==> src/rtl/crp_pkg.sv <==
package crp_pkg;

  typedef enum logic [1:0] {
    PORT_PTR_LO = 2'd0,
    PORT_PTR_HI = 2'd1,
    PORT_MAP    = 2'd2,
    PORT_CTRL   = 2'd3
  } port_e;

  localparam int NUM_CTRL = 13;

  // control register indices; the order is decoded by the pixel stage
  localparam int IDX_CMD  = 0;
  localparam int IDX_CX_L = 1;

  typedef struct packed {
    logic       spare;
    logic       cursor_on;
    logic       xhair_on;
    logic       or_mode;
    logic [1:0] mux_sel;
    logic [1:0] thick_sel;
  } cmd_t;

  // high-byte coordinate registers sit at even nonzero indices
  function automatic bit is_high_half(input int idx);
    return (idx != 0) && ((idx % 2) == 0);
  endfunction

endpackage

==> src/rtl/crp_pointer.sv <==
module crp_pointer #(
  parameter int PTR_W = 16
) (
  input  logic             clk,
  input  logic             rst_n,
  input  logic             load_lo,
  input  logic             load_hi,
  input  logic             step,
  input  logic [PTR_W/2-1:0] load_val,
  output logic [PTR_W-1:0] ptr
);
  localparam int HALF = PTR_W / 2;

  logic [PTR_W-1:0] ptr_q, ptr_d;
  logic             ptr_en;

  always_comb begin
    ptr_d = ptr_q;
    if (load_lo)      ptr_d = {ptr_q[PTR_W-1:HALF], load_val};
    else if (load_hi) ptr_d = {load_val, ptr_q[HALF-1:0]};
    else if (step)    ptr_d = ptr_q + 1'b1;
  end

  assign ptr_en = load_lo | load_hi | step;

  always_ff @(posedge clk or negedge rst_n) begin
    if (!rst_n)      ptr_q <= '0;
    else if (ptr_en) ptr_q <= ptr_d;
  end

  assign ptr = ptr_q;

  // a data step from the all-ones value lands on zero
  p_wrap_r6: assert property (@(posedge clk) disable iff (!rst_n)
    (step && !load_lo && !load_hi && (&ptr_q)) |=> (ptr_q == '0));

  // a high-byte load leaves the low byte alone
  p_hi_load_keeps_lo_r1: assert property (@(posedge clk) disable iff (!rst_n)
    (load_hi && !load_lo) |=> (ptr_q[HALF-1:0] == $past(ptr_q[HALF-1:0])));

endmodule

==> src/rtl/crp_ctrl_regs.sv <==
module crp_ctrl_regs
  import crp_pkg::*;
#(
  parameter int NREG    = NUM_CTRL,
  parameter int IDX_W   = 16,
  parameter int BYTE_W  = 8,
  parameter int HI_BITS = 4
) (
  input  logic                   clk,
  input  logic                   rst_n,
  input  logic                   wr_en,
  input  logic [IDX_W-1:0]       idx,
  input  logic [BYTE_W-1:0]      wr_byte,
  output logic [BYTE_W-1:0]      rd_byte,
  output logic [NREG*BYTE_W-1:0] regs_flat
);

  for (genvar g = 0; g < NREG; g++) begin : g_reg
    localparam logic [BYTE_W-1:0] KEEP =
      is_high_half(g) ? BYTE_W'((1 << HI_BITS) - 1) : {BYTE_W{1'b1}};

    logic              hit;
    logic [BYTE_W-1:0] val_d, val_q;

    assign hit   = wr_en && (idx == IDX_W'(g));
    assign val_d = wr_byte & KEEP;

    always_ff @(posedge clk or negedge rst_n) begin
      if (!rst_n)   val_q <= '0;
      else if (hit) val_q <= val_d;
    end

    assign regs_flat[g*BYTE_W +: BYTE_W] = val_q;
  end

  always_comb begin
    rd_byte = '0;
    for (int k = 0; k < NREG; k++) begin
      if (idx == IDX_W'(k)) rd_byte = regs_flat[k*BYTE_W +: BYTE_W];
    end
  end

  // writes beyond the register range leave every register unchanged
  p_oob_write_ignored_r10: assert property (@(posedge clk) disable iff (!rst_n)
    (wr_en && (idx >= IDX_W'(NREG))) |=> $stable(regs_flat));

  // reads beyond the register range return zero
  p_oob_read_zero_r10: assert property (@(posedge clk) disable iff (!rst_n)
    (idx >= IDX_W'(NREG)) |-> (rd_byte == '0));

endmodule

==> src/rtl/crp_host_seq.sv <==
module crp_host_seq
  import crp_pkg::*;
(
  input  logic  clk,
  input  logic  rst_n,
  input  logic  req,
  input  logic  we,
  input  port_e port,
  output logic  ready,
  output logic  ld_lo,
  output logic  ld_hi,
  output logic  step,
  output logic  ctrl_wr,
  output logic  ctrl_rd,
  output logic  map_re,
  output logic  map_we,
  output logic  from_map
);

  typedef enum logic {SEQ_IDLE, SEQ_MAP_WAIT} seq_e;

  seq_e state_q, state_d;

  always_comb begin
    state_d  = state_q;
    ready    = 1'b0;
    ld_lo    = 1'b0;
    ld_hi    = 1'b0;
    step     = 1'b0;
    ctrl_wr  = 1'b0;
    ctrl_rd  = 1'b0;
    map_re   = 1'b0;
    map_we   = 1'b0;
    from_map = 1'b0;
    case (state_q)
      SEQ_IDLE: begin
        if (req) begin
          case (port)
            PORT_PTR_LO: begin
              ld_lo = we;
              ready = 1'b1;
            end
            PORT_PTR_HI: begin
              ld_hi = we;
              ready = 1'b1;
            end
            PORT_CTRL: begin
              ctrl_wr = we;
              ctrl_rd = !we;
              step    = 1'b1;
              ready   = 1'b1;
            end
            default: begin
              step = 1'b1;
              if (we) begin
                map_we = 1'b1;
                ready  = 1'b1;
              end else begin
                map_re  = 1'b1;
                state_d = SEQ_MAP_WAIT;
              end
            end
          endcase
        end
      end
      default: begin
        ready    = 1'b1;
        from_map = 1'b1;
        state_d  = SEQ_IDLE;
      end
    endcase
  end

  always_ff @(posedge clk or negedge rst_n) begin
    if (!rst_n) state_q <= SEQ_IDLE;
    else        state_q <= state_d;
  end

  // a map read strobe is answered on the following cycle
  p_map_rsp_next_r8: assert property (@(posedge clk) disable iff (!rst_n)
    map_re |=> (ready && from_map));

  // nothing new is issued while a map read is outstanding
  p_no_issue_in_wait_r8: assert property (@(posedge clk) disable iff (!rst_n)
    map_re |=> (!map_re && !map_we && !step && !ctrl_wr));

  // a map write completes in the cycle it is strobed
  p_map_we_ready_r7: assert property (@(posedge clk) disable iff (!rst_n)
    map_we |-> ready);

  // strobes toward the two address spaces are exclusive
  p_strobe_exclusive_r5: assert property (@(posedge clk) disable iff (!rst_n)
    $onehot0({map_re, map_we, ctrl_wr, ctrl_rd, ld_lo, ld_hi}));

endmodule

==> src/rtl/cursor_regport.sv <==
module cursor_regport
  import crp_pkg::*;
#(
  parameter int PTR_W   = 16,
  parameter int BYTE_W  = 8,
  parameter int MAP_AW  = 9,
  parameter int HI_BITS = 4
) (
  input  logic                      clk,
  input  logic                      rst_n,
  input  logic                      host_req,
  input  logic                      host_we,
  input  logic [1:0]                host_port,
  input  logic [2*BYTE_W-1:0]       host_wdata,
  output logic                      host_ready,
  output logic [2*BYTE_W-1:0]       host_rdata,
  output logic                      map_re,
  output logic                      map_we,
  output logic [MAP_AW-1:0]         map_addr,
  output logic [2*BYTE_W-1:0]       map_wdata,
  input  logic [2*BYTE_W-1:0]       map_rdata,
  output logic                      cursor_en,
  output logic                      xhair_en,
  output logic                      or_combine,
  output logic [1:0]                mux_mode,
  output logic [1:0]                xhair_thick,
  output logic [BYTE_W+HI_BITS-1:0] cursor_x,
  output logic [BYTE_W+HI_BITS-1:0] cursor_y,
  output logic [BYTE_W+HI_BITS-1:0] win_x,
  output logic [BYTE_W+HI_BITS-1:0] win_y,
  output logic [BYTE_W+HI_BITS-1:0] win_w,
  output logic [BYTE_W+HI_BITS-1:0] win_h
);
  localparam int BUS_W   = 2 * BYTE_W;
  localparam int COORD_W = BYTE_W + HI_BITS;
  localparam int NCOORD  = (NUM_CTRL - 1) / 2;

  // reset: asserted asynchronously, released on a clock edge
  logic [1:0] rst_sync_q;
  logic       rst_n_s;

  always_ff @(posedge clk or negedge rst_n) begin
    if (!rst_n) rst_sync_q <= 2'b00;
    else        rst_sync_q <= {rst_sync_q[0], 1'b1};
  end
  assign rst_n_s = rst_sync_q[1];

  port_e                   port;
  logic                    ld_lo, ld_hi, step, ctrl_wr, ctrl_rd, from_map;
  logic [PTR_W-1:0]        ptr;
  logic [BYTE_W-1:0]       ctrl_byte;
  logic [NUM_CTRL*BYTE_W-1:0] regs_flat;

  assign port = port_e'(host_port);

  crp_host_seq u_seq (
    .clk      (clk),
    .rst_n    (rst_n_s),
    .req      (host_req),
    .we       (host_we),
    .port     (port),
    .ready    (host_ready),
    .ld_lo    (ld_lo),
    .ld_hi    (ld_hi),
    .step     (step),
    .ctrl_wr  (ctrl_wr),
    .ctrl_rd  (ctrl_rd),
    .map_re   (map_re),
    .map_we   (map_we),
    .from_map (from_map)
  );

  crp_pointer #(.PTR_W(PTR_W)) u_ptr (
    .clk      (clk),
    .rst_n    (rst_n_s),
    .load_lo  (ld_lo),
    .load_hi  (ld_hi),
    .step     (step),
    .load_val (host_wdata[BYTE_W-1:0]),
    .ptr      (ptr)
  );

  crp_ctrl_regs #(
    .NREG    (NUM_CTRL),
    .IDX_W   (PTR_W),
    .BYTE_W  (BYTE_W),
    .HI_BITS (HI_BITS)
  ) u_regs (
    .clk       (clk),
    .rst_n     (rst_n_s),
    .wr_en     (ctrl_wr),
    .idx       (ptr),
    .wr_byte   (host_wdata[BYTE_W-1:0]),
    .rd_byte   (ctrl_byte),
    .regs_flat (regs_flat)
  );

  // map RAM side
  assign map_addr  = ptr[MAP_AW-1:0];
  assign map_wdata = host_wdata;

  // host read path
  always_comb begin
    host_rdata = '0;
    if (from_map)     host_rdata = map_rdata;
    else if (ctrl_rd) host_rdata = {ctrl_byte, ctrl_byte};
  end

  // field decode for the pixel stage
  cmd_t cmd;
  assign cmd         = cmd_t'(regs_flat[IDX_CMD*BYTE_W +: BYTE_W]);
  assign cursor_en   = cmd.cursor_on;
  assign xhair_en    = cmd.xhair_on;
  assign or_combine  = cmd.or_mode;
  assign mux_mode    = cmd.mux_sel;
  assign xhair_thick = cmd.thick_sel;

  logic [NCOORD-1:0][COORD_W-1:0] coord;
  for (genvar c = 0; c < NCOORD; c++) begin : g_coord
    localparam int LO_IDX = IDX_CX_L + 2 * c;
    assign coord[c] = {regs_flat[(LO_IDX+1)*BYTE_W +: HI_BITS],
                       regs_flat[LO_IDX*BYTE_W +: BYTE_W]};
  end

  assign cursor_x = coord[0];
  assign cursor_y = coord[1];
  assign win_x    = coord[2];
  assign win_y    = coord[3];
  assign win_w    = coord[4];
  assign win_h    = coord[5];

  // each data access moves the pointer forward by one
  p_step_by_one_r5: assert property (@(posedge clk) disable iff (!rst_n_s)
    (host_req && host_ready && !from_map &&
     (port == PORT_CTRL || port == PORT_MAP)) |=> (ptr == $past(ptr) + 1'b1));

  // a low-byte load takes bits [7:0] and keeps the high byte
  p_lo_load_r1: assert property (@(posedge clk) disable iff (!rst_n_s)
    (host_req && host_we && port == PORT_PTR_LO && host_ready) |=>
    (ptr == {$past(ptr[PTR_W-1:BYTE_W]), $past(host_wdata[BYTE_W-1:0])}));

  // a control read mirrors its byte on both halves
  p_ctrl_mirror_r2: assert property (@(posedge clk) disable iff (!rst_n_s)
    (host_ready && port == PORT_CTRL && !host_we) |->
    (host_rdata[BUS_W-1:BYTE_W] == host_rdata[BYTE_W-1:0]));

  // high coordinate registers never hold upper bits
  p_hi_nibble_clear_r4: assert property (@(posedge clk) disable iff (!rst_n_s)
    (regs_flat[2*BYTE_W +: BYTE_W] >> HI_BITS) == '0);

endmodule

==> config.mk <==
export PLATFORM = sky130hd
export DESIGN_NAME = cursor_regport
export DESIGN_NICKNAME = d
export VERILOG_FILES = /design/src/rtl/crp_pkg.sv /design/src/rtl/crp_pointer.sv /design/src/rtl/crp_ctrl_regs.sv /design/src/rtl/crp_host_seq.sv /design/src/rtl/cursor_regport.sv
export SDC_FILE = /design/constraint.sdc
export NUM_CORES = 1
export LEC_CHECK = 0
export BUFFER_PORTS_ARGS = -buffer_cell sky130_fd_sc_hd__buf_2
export CORE_UTILIZATION = 54
export DETAILED_ROUTE_END_ITERATION = 7
export PLACE_DENSITY_LB_ADDON = 0.15
export SLEW_MARGIN = 0
export SYNTH_ARGS = -nofsm -noshare
export SYNTH_HDL_FRONTEND = slang
export SYNTH_SLANG_ARGS = --single-unit
export TNS_END_PERCENT = 10
==> constraint.sdc <==
create_clock -name clk -period 3.4 [get_ports clk]
set_input_delay 0.51 -clock clk [delete_from_list [all_inputs] [get_ports clk]]
set_output_delay 0.51 -clock clk [all_outputs]
set_load 0.02 [all_outputs]
==> run summary, run 1 <==
==========================================================================================
Number of distinct library cells after synthesis ............................           56
Number of synthesized flops with an enable pin ..............................            0
Required time worst endpoint ................................................      2890 ps
DRC violations left .........................................................            0
Core Box Area ...............................................................  0.0111 mm^2
Final Hold Viols ............................................................            0
Result of the run ........................................................... complete, no violations
Overall die width ...........................................................       110 um
Starting density of the core ................................................        56.5%
Proportion of power drawn by flip-flops and latches .........................        41.4%
Post-Place Cell Area ........................................................ 0.00648 mm^2
TritonCTS clock tree ........................................................          yes
Register area share after synthesis .........................................        39.6%
Most frequent CP cell ....................................................... sky130_fd_sc_hd__or4_4
Number of placed cells counting well taps ...................................          823
Sw frac .....................................................................        35.2%
Cell leakage power ..........................................................      3.43 nW
I/O pin cnt .................................................................          161
Post-synthesis instance area ................................................ 0.00626 mm^2
Hpwl dp .....................................................................     13400 um
Maximum Capacitance Violations ..............................................            0
Number of port buffers ......................................................          144
Minimum period implied by the final worst setup slack .......................      3350 ps
Slew headroom ...............................................................        50.7%
Leading cell types in the layout, fill and taps excluded .................... sky130_fd_sc_hd__buf_2 (144), sky130_fd_sc_hd__dfrtp_1 (98), sky130_fd_sc_hd__mux2_2 (77), sky130_fd_sc_hd__nand2_1 (51)
Hold crit path type .........................................................    reg2async
Peak ir drop on the vdd network .............................................   0.000301 V
Net switching power .........................................................    0.00114 W
Routed Wire Length ..........................................................     18100 um
Setup repair bufs after CTS .................................................            0
Finish-stage setup viols ....................................................            0
Timing-limited maximum frequency ............................................      299 MHz
Area enclosed by the die boundary ...........................................  0.0120 mm^2
Share of flip-flops with an asynchronous set or reset .......................         100%
Worst-Margin Slew ...........................................................       737 ps
Cells along the critical path ............................................... or4_4 > or4_4 > o22ai_1 > o2111ai_2 > a32oi_1 > buf_2
Number of cells produced by synthesis .......................................          651
Number of sinks driven by the clock tree ....................................           99
Total CTS buffers ...........................................................            9
Bufs on Longest Clock Path ..................................................            2
Via count of the first global-routing pass ..................................         5029
Pwr/cell area ...............................................................  473 mW/mm^2
Placer Congestion ...........................................................        0.934
Worst setup skew after layout ...............................................      5.84 ps
Final design utilization ....................................................        62.1%
Final cell count without fillers ............................................          840
Final-report max-slew violation count .......................................            0
Number of placement rows ....................................................           38
WS Path Type ................................................................      reg2out
Number of nets in the layout ................................................          737
Worst hold margin ...........................................................       280 ps
Gr usage total ..............................................................        30.8%
Unrepaired setup endpoints after global routing .............................         true
Number of vias in the routed layout .........................................         5386
Cell at the root of the clock tree .......................................... sky130_fd_sc_hd__clkbuf_16
Share of total power in combinational logic .................................        27.2%
Clock network power share ...................................................        31.4%
Data arrival time at the worst-slack endpoint ...............................      2840 ps
Wirelength per Cell .........................................................      21.6 um
Post-Synthesis Mean Instance Area ...........................................    9.62 um^2
Overflow left after global routing ..........................................            0
ANT nets after route ........................................................            0
Initial DRT Pass Iterations .................................................            6
Die Height ..................................................................       110 um
Most frequent standard cell in the layout excluding fill and tap cells ...... sky130_fd_sc_hd__buf_2
Area growth, synth to finish ................................................        9.81%
First-pass GRT wire length ..................................................     27500 um
Primary flip-flop cell chosen by synthesis mapping .......................... sky130_fd_sc_hd__dfrtp_1
Antenna violations before repair ............................................            0
Startpoint Class ............................................................    flip-flop
H-tree depth ................................................................            3
Layout cell share with drive strength beyond 1 ..............................        41.9%
Yosys reg bits ..............................................................           99
Power Internal ..............................................................    0.00211 W
Clock edge transition at the registers on the reported setup and hold paths .        70 ps
Max stage delay cell, worst path ............................................ sky130_fd_sc_hd__or4_4
Violation count after the first detailed-route iteration ....................          558
Total power after layout ....................................................    0.00325 W
Number of inserted diodes ...................................................            0
Count of warnings emitted by yosys ..........................................            0
Crit-path max FO ............................................................            9
Synth Net Count .............................................................          693
Total non-filler cell area in the finished layout ........................... 0.00688 mm^2
Share of the clock period used by the worst path after layout ...............        98.5%
Kind of capture point of the worst setup path ............................... primary output
Via density .................................................................         6.41
Clock latency at the later pin of the worst-skew pair .......................       340 ps
Crit-path max cell delay ....................................................       620 ps
Maximum number of pins on one net before global-route repair ................           35
==========================================================================================
power groups by stage:
| stage | logic (W) | clock network [W] | registers [W] |
|---|---|---|---|
| floorplan | 0.000636 | 0 | 0.00131 |
| global placement | 0.000821 | 0 | 0.00135 |
| detailed placement | 0.000828 | 0 | 0.00136 |
| CTS | 0.000841 | 0.00103 | 0.00134 |
| global route | 0.000956 | 0.00107 | 0.00136 |
| finish | 0.000883 | 0.00102 | 0.00135 |
synthesized netlist by cell type (all sizes together), types with 2 or more instances:
cell | number | area (um^2)
a2111oi | 2 | 17.5
a211oi | 8 | 60.1
a21oi | 29 | 145
a221oi | 8 | 70.1
a22oi | 8 | 60.1
a2bb2oi | 2 | 17.5
a31oi | 5 | 31.3
a32oi | 3 | 26.3
a41oi | 3 | 26.3
and2 | 4 | 25.0
and3 | 17 | 106
and4 | 2 | 17.5
buf | 103 | 768
clkbuf | 38 | 143
dfrtp | 99 | 2480
ha | 4 | 50.1
inv | 7 | 26.3
mux2 | 80 | 901
mux2i | 2 | 20.0
nand2 | 53 | 204
nand2b | 6 | 37.5
nand3 | 13 | 70.1
nand3b | 7 | 52.6
nand4 | 16 | 100
nor2 | 20 | 75.1
nor2b | 6 | 37.5
nor3 | 12 | 65.1
nor3b | 5 | 37.5
nor4 | 13 | 81.3
nor4bb | 3 | 30.0
o2111ai | 2 | 17.5
o211ai | 7 | 52.6
o21ai | 26 | 130
o22ai | 12 | 75.1
o2bb2ai | 2 | 17.5
o311ai | 3 | 26.3
o31ai | 3 | 22.5
or4 | 4 | 30.0
xnor2 | 2 | 17.5
stage by stage:
stage,TNS [ps],setup WS [ps]
after CTS,0,25.6
final,0,51.1
after global placement,0,290
after floorplan,0,235
after global routing,-10.1,-10.1
after detailed placement,0,235
critical path: cells and delay by family, from the launching register on:
family                 cells  cell delay (ps)
flip-flops                 1              420
AO/OA/AOI/OAI              3              640
AND/OR/NAND/NOR            2             1240
buffers and inverters      1              190
state kept, by name (all words and copies together), names as in the netlist:
name	flops
u_seq.state_q	1
u_regs.g.val_q	80
u_ptr.ptr	16
rst_sync_q	2
cell type report:
cell class              count  area, um^2
well taps                 140         175
inverters                   7        26.3
fillers                   954        4200
flip-flops and latches     99        2480
repair buffers            174         948
clock buffers              14         284
multi-input cells         404        2950
clock inverters             2        17.5
timing repair:
item | in CTS | in global routing
pin swaps | 0 | 1
hold endpoints to repair | 2 | 0
hold buffers | 1 | 0
setup endpoints to repair | 10 | 16
resized for setup | 4 | 16
final timing paths:
path,start,end,slack (ps),cells past startpoint
max in group asynchronous,rst_sync_q[1]$_DFF_PN0_,u_seq.state_q$_DFF_PN0_,2290,1
min in group clk,rst_sync_q[0]$_DFF_PN0_,rst_sync_q[1]$_DFF_PN0_,360,0
setup / recovery,u_ptr.ptr[9]$_DFFE_PN0P_,host_rdata[9],50,6
hold / removal,rst_sync_q[1]$_DFF_PN0_,u_regs.g_reg[6].val_q[1]$_DFFE_PN0P_,280,0
hold reg to reg,rst_sync_q[1]$_DFF_PN0_,u_regs.g_reg[6].val_q[1]$_DFFE_PN0P_,280,0
setup reg to reg,u_ptr.ptr[0]$_DFFE_PN0P_,u_regs.g_reg[3].val_q[0]$_DFFE_PN0P_,660,7
kinds of logic after synthesis:
kind of cell             synth area share [%]
adder cells (fa/ha/maj)                 0.799
AO/OA/AOI/OAI                            13.7
XOR/XNOR                                0.280
AND/OR/NAND/NOR                          16.0
flip-flops                               39.6
other                                  0.0599
multiplexers                             14.7
buffers and inverters                    15.0
metal layers:
| metal | track usage, % | share of wire, % | vias up | routed length (um) |
|---|---|---|---|---|
| met5 | 0 | 0 | - | 0 |
| met1 | 41.6 | 41 | 2673 | 7520 |
| met3 | 5.63 | 8.5 | 47 | 1540 |
| met4 | 13.9 | 2.9 | 0 | 523 |
| li1 | - | - | 2381 | - |
| met2 | 48.5 | 47 | 285 | 8540 |
Note: power is estimated with default switching activity, not from simulation.
==> run 2: changes to the inputs <==
CORE_ASPECT_RATIO = 1.5   (was default)
==> run 2 against run 1 <==
Wire length is 2.3% higher. Non-clock buffer count is 2 higher. Sequential share of layout area is 0.14 points higher. Clock skew is 4.2 ps higher. Worst setup slack worse by 26 ps. Die area hardly changed. Cell count is 1.1% higher. Sequential cell count stayed put. Clock power hardly changed. Critical endpoint unchanged.
==> run summary, run 2 (synthesis gave the netlist of run 1 again) <==
==========================================================================================
Result of the run ........................................................... complete, no violations
Via density .................................................................         6.31
Most frequent standard cell in the layout excluding fill and tap cells ...... sky130_fd_sc_hd__buf_2
WS Path Type ................................................................      reg2out
Minimum period implied by the final worst setup slack .......................      3380 ps
H-tree depth ................................................................            3
Crit-path max FO ............................................................            9
Smallest setup slack after layout ...........................................      24.9 ps
Max stage delay cell, worst path ............................................ sky130_fd_sc_hd__or4_4
Violation count after the first detailed-route iteration ....................          548
Bufs on Longest Clock Path ..................................................            2
First-pass GRT wire length ..................................................     28400 um
Starting density of the core ................................................        56.1%
Routed Wire Length ..........................................................     18500 um
Final-report max-slew violation count .......................................            0
Worst setup skew after layout ...............................................      10.1 ps
Number of inserted diodes ...................................................            0
Maximum number of pins on one net before global-route repair ................           70
Finish-stage setup viols ....................................................            0
Final cell count without fillers ............................................          849
Unrepaired setup endpoints after global routing .............................         true
Initial DRT Pass Iterations .................................................            5
Place WS ....................................................................       209 ps
Number of placed cells counting well taps ...................................          832
Crit-path max cell delay ....................................................       620 ps
Kind of capture point of the worst setup path ............................... primary output
Final design utilization ....................................................        61.4%
Cells along the critical path ............................................... or4_4 > or4_4 > o22ai_1 > o2111ai_1 > a32oi_1 > buf_2
Data arrival time at the worst-slack endpoint ...............................      2870 ps
Area growth, synth to finish ................................................        9.45%
Number of placement rows ....................................................           47
Area enclosed by the die boundary ...........................................  0.0120 mm^2
Cell at the root of the clock tree .......................................... sky130_fd_sc_hd__clkbuf_16
Share of the clock period used by the worst path after layout ...............        99.3%
Worst-Margin Slew ...........................................................       882 ps
DRC violations left .........................................................            0
Worst path bufs/invs ........................................................            1
TritonCTS clock tree ........................................................          yes
Clock edge transition at the registers on the reported setup and hold paths .        80 ps
Final Hold Viols ............................................................            0
Startpoint Class ............................................................    flip-flop
Pwr/cell area ...............................................................  472 mW/mm^2
I/O pin cnt .................................................................          161
Clock latency at the later pin of the worst-skew pair .......................       350 ps
Number of vias in the routed layout .........................................         5356
Maximum Capacitance Violations ..............................................            0
Slew headroom ...............................................................        41.2%
Die Height ..................................................................       134 um
Register with the highest flop count ........................................ u_regs.g.val_q
Required time worst endpoint ................................................      2890 ps
Wirelength per Cell .........................................................      21.8 um
Total non-filler cell area in the finished layout ........................... 0.00686 mm^2
Overflow left after global routing ..........................................            0
Number of nets in the layout ................................................          739
Leading cell types in the layout, fill and taps excluded .................... sky130_fd_sc_hd__buf_2 (144), sky130_fd_sc_hd__dfrtp_1 (97), sky130_fd_sc_hd__mux2_2 (77), sky130_fd_sc_hd__nand2_1 (51), sky130_fd_sc_hd__buf_4 (30)
Total power after layout ....................................................    0.00323 W
Hpwl dp .....................................................................     13600 um
Kind of cell with the highest combined delay on the critical path ........... simple AND/OR/NAND/NOR gates
Total CTS buffers ...........................................................            9
Number of port buffers ......................................................          144
Layout cell share with drive strength beyond 1 ..............................        41.0%
Timing-limited maximum frequency ............................................      296 MHz
ANT nets after route ........................................................            0
Via count of the first global-routing pass ..................................         5118
Register-to-register path setup slack .......................................       680 ps
Gr usage total ..............................................................        30.6%
Filler Cell Count ...........................................................         1008
Core Box Area ...............................................................  0.0112 mm^2
Number of sinks driven by the clock tree ....................................           99
Overall die width ...........................................................      89.9 um
Peak ir drop on the vdd network .............................................   0.000260 V
Most frequent CP cell ....................................................... sky130_fd_sc_hd__or4_4
Cell leakage power ..........................................................      3.43 nW
Hold crit path type .........................................................      reg2reg
Placer Congestion ...........................................................         1.03
Flip-flop count of the largest register, all copies and words added .........           80
Post-Place Cell Area ........................................................ 0.00651 mm^2
Antenna violations before repair ............................................            0
==========================================================================================
## run 2: area by class of cell
cell class / instances / area, um^2 / area share [%]
Clock buffer: 9 / 225 / 3.29
Inverter: 7 / 26.3 / 0.383
Clock inverter: 7 / 60.1 / 0.876
Timing Repair Buffer: 176 / 976 / 14.2
Multi-Input combinational cell: 404 / 2900 / 42.3
Tap cell: 147 / 184 / 2.68
Sequential cell: 99 / 2480 / 36.2
## run 2: through the flow
step | hold slack, ps | setup TNS, ps
after floorplan | 214 | 0
final | 366 | 0
after detailed placement | 296 | 0
after global routing | 381 | -42.7
after global placement | 295 | 0
after CTS | 364 | -110
## run 2: path summary, 6_finish.rpt
kind,startpoint,to,depth (start not counted)
hold / removal,rst_sync_q[0]$_DFF_PN0_,rst_sync_q[1]$_DFF_PN0_,0
setup / recovery,u_ptr.ptr[9]$_DFFE_PN0P_,host_rdata[9],6
max in group asynchronous,rst_sync_q[1]$_DFF_PN0_,u_regs.g_reg[9].val_q[0]$_DFFE_PN0P_,1
min in group asynchronous,rst_n,rst_sync_q[1]$_DFF_PN0_,2
setup reg to reg,u_ptr.ptr[6]$_DFFE_PN0P_,u_regs.g_reg[7].val_q[4]$_DFFE_PN0P_,7
hold reg to reg,rst_sync_q[0]$_DFF_PN0_,rst_sync_q[1]$_DFF_PN0_,0
## run 2: report_power, final
group	switching, W	internal [W]	total, W
combinational	0.000591	0.000313	0.000904
clock	0.000478	0.000508	0.000986
sequential	0.000114	0.00123	0.00134
total	0.00118	0.00205	0.00323
## run 2: layer usage
metal  up-vias  track usage, %  routed length, um
met5         -               0                  0
met1      2644            37.0               7190
met4         0            15.3                756
met3        57            5.78               1160
li1       2381               -                  -
met2       274            52.4               9440
## run 2: what timing repair did
| item | in CTS | in global routing |
|---|---|---|
| buffers inserted | 0 | 0 |
| cloned | 0 | 0 |
| pin swaps | 0 | 0 |
| setup endpoints to repair | 12 | 16 |
| gates resized for setup | 2 | 9 |
| endpoints found under the hold margin | 2 | 0 |
| hold buffers | 1 | 0 |
